===== src/rtl/tlp_req_pkg.sv =====
`timescale 1ns/1ps
package tlp_req_pkg;

   localparam int DW_W        = 32;
   localparam int HDR_DWORDS  = 3;
   localparam int FT_W        = 8;
   localparam int BE_W        = 4;

   localparam logic [FT_W-1:0] FT_MEM_WR32 = 8'h40;
   localparam logic [FT_W-1:0] FT_MEM_RD32 = 8'h00;
   localparam logic [BE_W-1:0] BE_ALL      = 4'hF;
   localparam logic [BE_W-1:0] BE_NONE     = 4'h0;

   typedef logic [DW_W-1:0] dword_t;

   typedef enum logic [2:0] {
      SQ_IDLE = 3'd0,
      SQ_HDR0 = 3'd1,
      SQ_HDR1 = 3'd2,
      SQ_HDR2 = 3'd3,
      SQ_DATA = 3'd4
   } sq_state_e;

endpackage


===== src/rtl/tlp_hdr_reg.sv =====
`timescale 1ns/1ps
module tlp_hdr_reg
   import tlp_req_pkg::*;
#(
   parameter int ID_W  = 16,
   parameter int TAG_W = 8,
   parameter int LEN_W = 10
) (
   input  logic                            clk,
   input  logic                            rst_n,
   input  logic                            load,
   input  logic                            wr,
   input  logic [ID_W-1:0]                 req_id,
   input  logic [TAG_W-1:0]                tag,
   input  logic [DW_W-1:0]                 addr,
   input  logic [LEN_W-1:0]                len,
   output logic [HDR_DWORDS-1:0][DW_W-1:0] hdr_q,
   output logic                            wr_q
);

   localparam int LENF_W = DW_W - FT_W;
   localparam int DW1_W  = ID_W + TAG_W + 2 * BE_W;

   generate
      if (DW1_W != DW_W) begin : g_bad_dw1
         $error("tlp_hdr_reg: ID_W + TAG_W must leave exactly two byte-enable nibbles");
      end
      if (LEN_W != 10) begin : g_bad_len
         $error("tlp_hdr_reg: length field must be 10 bits");
      end
   endgenerate

   logic [HDR_DWORDS-1:0][DW_W-1:0] hdr_d;
   logic                            one_dw;
   logic [LENF_W-1:0]               len_field;

   always_comb begin
      one_dw    = (len == LEN_W'(1));
      len_field = LENF_W'(len);
      hdr_d[0]  = {(wr ? FT_MEM_WR32 : FT_MEM_RD32), len_field};
      hdr_d[1]  = {req_id, tag, (one_dw ? BE_NONE : BE_ALL), BE_ALL};
      hdr_d[2]  = addr & ~dword_t'(3);
   end

   always_ff @(posedge clk) begin
      if (!rst_n) begin
         hdr_q <= '0;
         wr_q  <= 1'b0;
      end else if (load) begin
         hdr_q <= hdr_d;
         wr_q  <= wr;
      end
   end

endmodule


===== src/rtl/tlp_seq_ctrl.sv =====
`timescale 1ns/1ps
module tlp_seq_ctrl
   import tlp_req_pkg::*;
#(
   parameter int LEN_W = 10
) (
   input  logic            clk,
   input  logic            rst_n,
   input  logic            start,
   input  logic [LEN_W:0]  ndw,
   input  logic            wr_pkt,
   input  logic            tx_ready,
   input  logic            wdat_valid,
   output sq_state_e       state,
   output logic            last_dw
);

   logic [LEN_W:0] rem_q;

   always_ff @(posedge clk) begin
      if (!rst_n) begin
         state <= SQ_IDLE;
         rem_q <= '0;
      end else begin
         case (state)
            SQ_IDLE: if (start) begin
               state <= SQ_HDR0;
               rem_q <= ndw;
            end
            SQ_HDR0: if (tx_ready) state <= SQ_HDR1;
            SQ_HDR1: if (tx_ready) state <= SQ_HDR2;
            SQ_HDR2: if (tx_ready) state <= wr_pkt ? SQ_DATA : SQ_IDLE;
            SQ_DATA: if (tx_ready && wdat_valid) begin
               rem_q <= rem_q - (LEN_W+1)'(1);
               if (rem_q == (LEN_W+1)'(1)) state <= SQ_IDLE;
            end
            default: state <= SQ_IDLE;
         endcase
      end
   end

   assign last_dw = (rem_q == (LEN_W+1)'(1));

endmodule


===== src/rtl/tlp_tx_mux.sv =====
`timescale 1ns/1ps
module tlp_tx_mux
   import tlp_req_pkg::*;
(
   input  sq_state_e                       state,
   input  logic [HDR_DWORDS-1:0][DW_W-1:0] hdr_q,
   input  logic                            wr_q,
   input  logic                            last_dw,
   input  logic                            wdat_valid,
   input  logic [DW_W-1:0]                 wdat_data,
   input  logic                            tx_ready,
   output logic                            tx_valid,
   output logic [DW_W-1:0]                 tx_data,
   output logic                            tx_sop,
   output logic                            tx_eop,
   output logic                            wdat_ready
);

   logic [HDR_DWORDS-1:0]           hdr_sel;
   logic [HDR_DWORDS-1:0][DW_W-1:0] hdr_pick;
   logic                            in_data;

   genvar g;
   generate
      for (g = 0; g < HDR_DWORDS; g++) begin : g_hdr
         assign hdr_sel[g]  = (state == sq_state_e'(int'(SQ_HDR0) + g));
         assign hdr_pick[g] = hdr_sel[g] ? hdr_q[g] : '0;
      end
   endgenerate

   assign in_data = (state == SQ_DATA);

   always_comb begin
      tx_data = in_data ? wdat_data : '0;
      for (int i = 0; i < HDR_DWORDS; i++) tx_data = tx_data | hdr_pick[i];
   end

   assign tx_valid   = (|hdr_sel) | (in_data & wdat_valid);
   assign tx_sop     = hdr_sel[0];
   assign tx_eop     = (hdr_sel[HDR_DWORDS-1] & ~wr_q) | (in_data & last_dw);
   assign wdat_ready = in_data & tx_ready;

endmodule


===== src/rtl/tlp_mem_req_builder.sv =====
`timescale 1ns/1ps
module tlp_mem_req_builder
   import tlp_req_pkg::*;
#(
   parameter int ID_W  = 16,
   parameter int TAG_W = 8,
   parameter int LEN_W = 10
) (
   input  logic             clk,
   input  logic             rst_n,
   input  logic             cmd_valid,
   output logic             cmd_ready,
   input  logic             cmd_write,
   input  logic [ID_W-1:0]  cmd_req_id,
   input  logic [TAG_W-1:0] cmd_tag,
   input  logic [31:0]      cmd_addr,
   input  logic [LEN_W-1:0] cmd_len,
   input  logic             wdat_valid,
   output logic             wdat_ready,
   input  logic [31:0]      wdat_data,
   output logic             tx_valid,
   input  logic             tx_ready,
   output logic [31:0]      tx_data,
   output logic             tx_sop,
   output logic             tx_eop
);

   localparam int MAX_DW = 1 << LEN_W;

   logic [HDR_DWORDS-1:0][DW_W-1:0] hdr_q;
   logic                            wr_q;
   logic                            start;
   logic [LEN_W:0]                  ndw;
   logic                            last_dw;
   sq_state_e                       state;

   assign cmd_ready = (state == SQ_IDLE);
   assign start     = cmd_valid & cmd_ready;
   assign ndw       = (cmd_len == '0) ? (LEN_W+1)'(MAX_DW) : {1'b0, cmd_len};

   tlp_hdr_reg #(.ID_W(ID_W), .TAG_W(TAG_W), .LEN_W(LEN_W)) u_hdr (
      .clk    (clk),
      .rst_n  (rst_n),
      .load   (start),
      .wr     (cmd_write),
      .req_id (cmd_req_id),
      .tag    (cmd_tag),
      .addr   (cmd_addr),
      .len    (cmd_len),
      .hdr_q  (hdr_q),
      .wr_q   (wr_q)
   );

   tlp_seq_ctrl #(.LEN_W(LEN_W)) u_seq (
      .clk        (clk),
      .rst_n      (rst_n),
      .start      (start),
      .ndw        (ndw),
      .wr_pkt     (wr_q),
      .tx_ready   (tx_ready),
      .wdat_valid (wdat_valid),
      .state      (state),
      .last_dw    (last_dw)
   );

   tlp_tx_mux u_mux (
      .state      (state),
      .hdr_q      (hdr_q),
      .wr_q       (wr_q),
      .last_dw    (last_dw),
      .wdat_valid (wdat_valid),
      .wdat_data  (wdat_data),
      .tx_ready   (tx_ready),
      .tx_valid   (tx_valid),
      .tx_data    (tx_data),
      .tx_sop     (tx_sop),
      .tx_eop     (tx_eop),
      .wdat_ready (wdat_ready)
   );

endmodule


===== config.mk =====
export PLATFORM = sky130hd
export DESIGN_NAME = tlp_mem_req_builder
export DESIGN_NICKNAME = d
export VERILOG_FILES = /design/src/rtl/tlp_req_pkg.sv /design/src/rtl/tlp_hdr_reg.sv /design/src/rtl/tlp_seq_ctrl.sv /design/src/rtl/tlp_tx_mux.sv /design/src/rtl/tlp_mem_req_builder.sv
export SDC_FILE = /design/constraint.sdc
export NUM_CORES = 1
export LEC_CHECK = 0
export ABC_AREA = 1
export ABC_CLOCK_PERIOD_IN_PS = 1600
export BUFFER_PORTS_ARGS = -buffer_cell sky130_fd_sc_hd__buf_2
export CAP_MARGIN = 20
export CORE_ASPECT_RATIO = 0.9
export CORE_UTILIZATION = 51
export CTS_BUF_LIST = sky130_fd_sc_hd__clkbuf_8
export CTS_CLUSTER_DIAMETER = 120
export DETAILED_ROUTE_END_ITERATION = 16
export PLACE_DENSITY = 0.87
export SYNTH_ARGS = -nofsm -noshare
export SYNTH_HDL_FRONTEND = slang
export SYNTH_SLANG_ARGS = --single-unit

===== constraint.sdc =====
create_clock -name clk -period 1.6 [get_ports clk]
set_input_delay 0.08 -clock clk [delete_from_list [all_inputs] [get_ports clk]]
set_output_delay 0.08 -clock clk [all_outputs]
set_load 0.01 [all_outputs]

======== After elaboration in Yosys (flattened, before gate mapping) ========
Index checks and enable logic that the tools add are counted.
operators by class
  $add $sub $neg .......................... 1
  muxes and demuxes ....................... 18
  equality and inequality tests ........... 12
  bitwise operators ....................... 11
  reductions and logical operators ........ 7
operators with widths
  operator               number
  $mux 32                4
  $or 32x32->32          3
  $mux 11                3
  $pmux 11 s2            1
  $mux 3                 7
  $pmux 3 s5             1
  $eq 11x1->1 const B    1
  $sub 11x1->11 const B  1
  $eq 10x1->1 const B    1
  $logic_not 10->1       1
  $ne 2x2->1 const B     4
  $mux 7                 1
  $eq 3x2->1 const B     2
  $reduce_and 6->1       1
  $and 1x1->1            5
  $mux 4                 1
  $ne 2x1->1 const B     2
  $eq 3x1->1 const B     1
  $eq 3x3->1 const B     1
  $logic_not 3->1        1
  $reduce_and 3->1       1
  $reduce_or 3->1        1
  $or 1x1->1             2
  $reduce_bool 2->1      1
  2 further kinds        2
storage, ports and cells
  output and inout port bits .............. 37
  word-level logic and storage cells ...... 55
  flip-flop bits (word level) ............. 95

======== Depth between registers and ports, before layout ========
  depth after elaboration ................. 5
  depth in mapped cells ................... 9

======== Cells and area by module ========
Synthesis repeated with hierarchy kept, for this count alone.
unflattened totals
  cells, all modules ...................... 865
  area total of the unflattened synthesis .. 5397.7 µm²
by module, submodules not included
  module               instances  sequential area each (µm²)  cells an instance  area an instance (µm²)
  tlp_hdr_reg          1          1341.3                      327                2758.9
  tlp_tx_mux           1          0.0                         355                1560.2
  tlp_seq_ctrl         1          280.3                       159                987.2
  tlp_mem_req_builder  1          0.0                         24                 91.3

======== Worst setup path after synthesis ========
Ideal clock, no wire load.
  path kind ............................... register to output
  start ................................... reg u_seq.state[2]
  end ..................................... out tx_data[8]
  arrival ................................. 1.345 ns
  path buffers ............................ 1
  data required time ...................... 1.520 ns
  stages on the path, launching flop included .. 7
  path slack .............................. 0.175 ns
  cells stage by stage .................... dfxtp_1 > buf_2 > nor3_2 > inv_2 > o21ai_0 > a21oi_1 > o21ai_1
on the way
  cells in the longest elaborated chain, start to end .. 5
  elaborated cells on any way between the ends .. 11
ends and longest elaborated chain
  element                      RTL line                   source
  start, declared              tlp_seq_ctrl.sv:14         output sq_state_e state,
  start signal, assigned       tlp_seq_ctrl.sv:32         SQ_HDR2: if (tx_ready) state <= wr_pkt ? SQ_DATA : SQ_IDLE;
  $eq 3x1->1                   tlp_tx_mux.sv:26           assign hdr_sel[g] = (state == sq_state_e'(int'(SQ_HDR0) + g));
  net tx_sop                   tlp_mem_req_builder.sv:24  output logic tx_sop,
  $mux 32                      tlp_tx_mux.sv:27           assign hdr_pick[g] = hdr_sel[g] ? hdr_q[g] : '0;
  $or 32x32->32 (3 in series)  tlp_tx_mux.sv:35           for (int i = 0; i < HDR_DWORDS; i++) tx_data = tx_data | hdr_pick[i];
  end, declared                tlp_mem_req_builder.sv:23  output logic [31:0] tx_data,
The timed path passes the listed nets, and every way through them passes these cells.

======== Worst setup path in the final report ========
  start ................................... reg u_seq.state[1]
  end ..................................... out tx_data[11]
on the way
  cells in the longest elaborated chain, start to end .. 5
  elaborated cells on any way between the ends .. 9
ends and longest elaborated chain
  element                      RTL line          source
  $eq 3x3->1                   tlp_tx_mux.sv:31  assign in_data = (state == SQ_DATA);
  $mux 32                      tlp_tx_mux.sv:34  tx_data = in_data ? wdat_data : '0;
  $or 32x32->32 (2 in series)  tlp_tx_mux.sv:35
  $or 32x32->32 *              tlp_tx_mux.sv:35
Every way passes the cells marked *; elsewhere a longest branch is shown, timed or not.

==> results.yml <==
timing:
  finalSetupViolations: 23
  maxSlewHeadroom_pct: 62.5
  final.setup_skew_ns: 0.00868
  rsz0062_at_grt: "yes"
  clock.fmax_mhz: 599
  fin_crit_sh_pct: 104
  slew_viols_final: 0
  layout_min_cycle_time_ns: 1.67
  final-hold-violation-count: 0
  final_critical_path_setup_slack_ns: -0.0699
  worst_slew_pin_slew_ns: 0.559
critical_path:
  launching_element_type_of_the_critical_path: "register"
  critPathCaptureType: "output port"
  critPathKind: "reg2out"
  timing.reg2reg.worst_path_depth: 8
  worst_r2r_endpoint: "u_hdr.hdr_q[61]"
  reg2reg_setup_slack_ns: 0.07
  path_max_fanout: 11
  worst_r2r_startpoint: "u_seq.state[0]"
  cp.required_ns: 1.52
  timing.critical_path.arrival_ns: 1.59
finish:
  final_common_cell: "buf_2"
  layout.cells.most_common_list: "buf_2 (138), nand2_1 (85), a21oi_1 (81), inv_1 (76), dfxtp_1 (76)"
  final_nets: 819
  drive_above_1_share_pct: 34.5
  final_antenna_diode_count: 0
  fillCellCount: 498
  final-instance-count-excl-fill: 811
  post-route-cell-area_um2: 5540
  ff_latch_area_um2: 1640
  area_of_the_multi_input_gates_um2: 2030
  area_growth_syn_to_layout_pct: 42.1
routing:
  drt_iter0_drc: 269
  wire_per_inst_um: 15.7
  firstDrtPassIters: 5
  route.antenna.remaining_nets: 0
  wirelength_um: 12700
  dr_total_vias: 4531
  routed_via_density: 5.59
  drc: 0
cts:
  clockRootBuffer: "clkbuf_8"
  cts.sinks: 81
  cts_tree: "done"
  cts.clk_slew.worst_paths_ns: 0.09
  clk_latency_ns: 0.36
  total_cts_buffers: 9
  cts.path.max_buffers: 2
  clock_tree.htree_level_count: 3
synthesis:
  synth-async-reset-ratio_pct: 0
  synthesis.yosys.warnings: 0
  syn_avg_cell_area_um2: 7.03
  synth.ff_latch_count: 81
  synth_edf_count: 0
  yosys.cell_types.count: 31
  netlist_area_um2: 3900
  synth-seq-area-share_pct: 41.6
  syn_inst: 555
  synth-main-ff-cell: "dfxtp_1"
  syn_nets: 661
placed_design:
  gp_congestion: 0.928
  buffer_ports.inserted: 138
  dp_cells: 765
  dp_hpwl_um: 7670
  preCtsSetupSlack_ns: 0.0822
  detailed_place.area_um2: 4700
pwr:
  power.leakage_nw: 2.50
  power_per_unit_of_standard_cell_area_nw_per_um2: 1770
  max-vdd-ir-drop_mv: 1.33
  clock_power_share_pct: 16.3
  seq_power_share_pct: 30.6
  net_switching_power_mw: 4.33
  p_int_mw: 5.47
  netSwitchingFraction_pct: 44.2
  share_comb_of_total_power_pct: 53.1
floorplan:
  placeableCoreArea_um2: 7220
  dieHeight_um: 85.0
  initial_standard_cell_utilization_of_the_core_pct: 54.0
  die-area_um2: 8000
  num_io_pins: 141
  placement_rows: 29
  die_w_um: 94.2
min_path:
  worst_hold_path_type: "in2reg"
  min_delay_path_depth: 3
  holdCritStartpoint: "cmd_addr[25]"
  hold-path-endpoint: "u_hdr.hdr_q[89]"
status:
  result_of_the_run: "finished with violations"
  violated_checks: "negative setup slack"
global_routing:
  overall_fraction_of_global_route_tracks_in_use_pct: 29.1
  grt_antenna_before_repair: 0
  via_count_of_the_first_global_routing_pass: 4017
  globalRouteOverflowTotal: 0
  wire_length_of_the_first_global_routing_pass_um: 18200
  grt_start_max_net_pins: 81
flow_run:
  cap_viol_max_count: 0
-- worst max path at each step --
stage                        start             end  slack [ns]  cells after the start
floorplan           u_seq.state[2]      tx_data[8]        0.18                      6
global placement    u_seq.state[1]  u_seq.state[2]        0.12                      9
detailed placement  u_seq.state[1]  u_seq.state[2]        0.08                      9
CTS                 u_seq.state[1]      tx_data[9]       -0.03                      9
global route        u_seq.state[0]      tx_data[8]       -0.11                      9
finish              u_seq.state[1]     tx_data[11]       -0.07                      8
-- flip-flops by register name, summed over array words and instances, names as in the netlist --
register	flops
u_seq.state	3
u_seq.rem_q	11
u_hdr.hdr_q	67
-- layout make-up --
cell class / count / share of cell area (%)
sequential: 81 / 29.5
timing repair buffer: 181 / 22.2
clock buffer: 10 / 2.48
clock inverter: 6 / 1.33
tap: 93 / 2.10
multi-input combinational: 357 / 36.6
inverter: 83 / 5.78
-- cell families after synthesis --
| logic type | synth area share, % |
|---|---|
| and+or+nand+nor | 17.8 |
| DFF | 41.6 |
| buffers and inverters | 12.5 |
| adders and majority gates | 0.642 |
| AOI/OAI and AO/OA | 27.5 |
-- synthesized netlist by cell type (all sizes together), types with 2 or more instances --
cell type  number  area, um2
a21oi          82        410
buf            14       97.6
clkbuf         20       78.8
clkinv          2       8.75
dfxtp          81       1620
ha              2       25.0
inv            81        304
nand2         109        414
nand3          22        115
nand3b          2       15.0
nor2           27        116
nor3            3       20.0
o2111ai         7       61.3
o211ai          3       22.5
o21ai          73        365
o221ai         21        184
or2             2       12.5
-- worst max-delay path, cell delays in order, from the launching register on --
cell and delay, ns:
dfxtp_4 0.41, nor2_4 0.04, nand2_2 0.08, clkinv_4 0.09
buf_12 0.14, buf_12 0.14, nand2_1 0.07, o221ai_1 0.11
buf_2 0.16
-- metal layers --
metal | vias to the layer above | routed length [um] | share of wire, % | GRT usage [%]
li1 | 2164 | - | - | -
met2 | 275 | 6110 | 48 | 49.8
met4 | 0 | 472 | 3.7 | 12.6
met1 | 2040 | 4940 | 39 | 34.1
met3 | 52 | 1230 | 9.6 | 7.71
met5 | - | 0 | 0 | 0
-- power groups by stage --
stage	Clock, mW	Combinational (mW)	Sequential [mW]
2_1_floorplan	0	2.98	2.88
3_3_place_gp	0	4.04	2.93
3_5_place_dp	0	4.17	2.95
4_1_cts	1.61	4.61	2.93
5_1_grt	1.71	5.68	3.06
6_report	1.60	5.20	3.00
-- metrics by stage --
step / util (%) / TNS (ns) / hold slack (ns) / power, mW
after CTS: 72.7 / -0.566 / 0.000261 / 9.15
after global placement: 65.0 / 0 / 0.333 / 6.97
after global routing: 76.7 / -2.55 / 0.0117 / 10.5
after floorplan: - / 0 / 0.180 / 5.85
final: 76.7 / -0.566 / 0.00827 / 9.80
after detailed placement: 65.0 / 0 / 0.339 / 7.12
-- what timing repair did --
action,4_1_cts,5_1_grt
setup buffers,8,5
hold buffers,15,0
cloned,2,3
hold endpoints to repair,15,0
pin swaps,1,5
resized for setup,23,66
setup endpoints to repair,34,41
(Power assumes the default switching activity.)
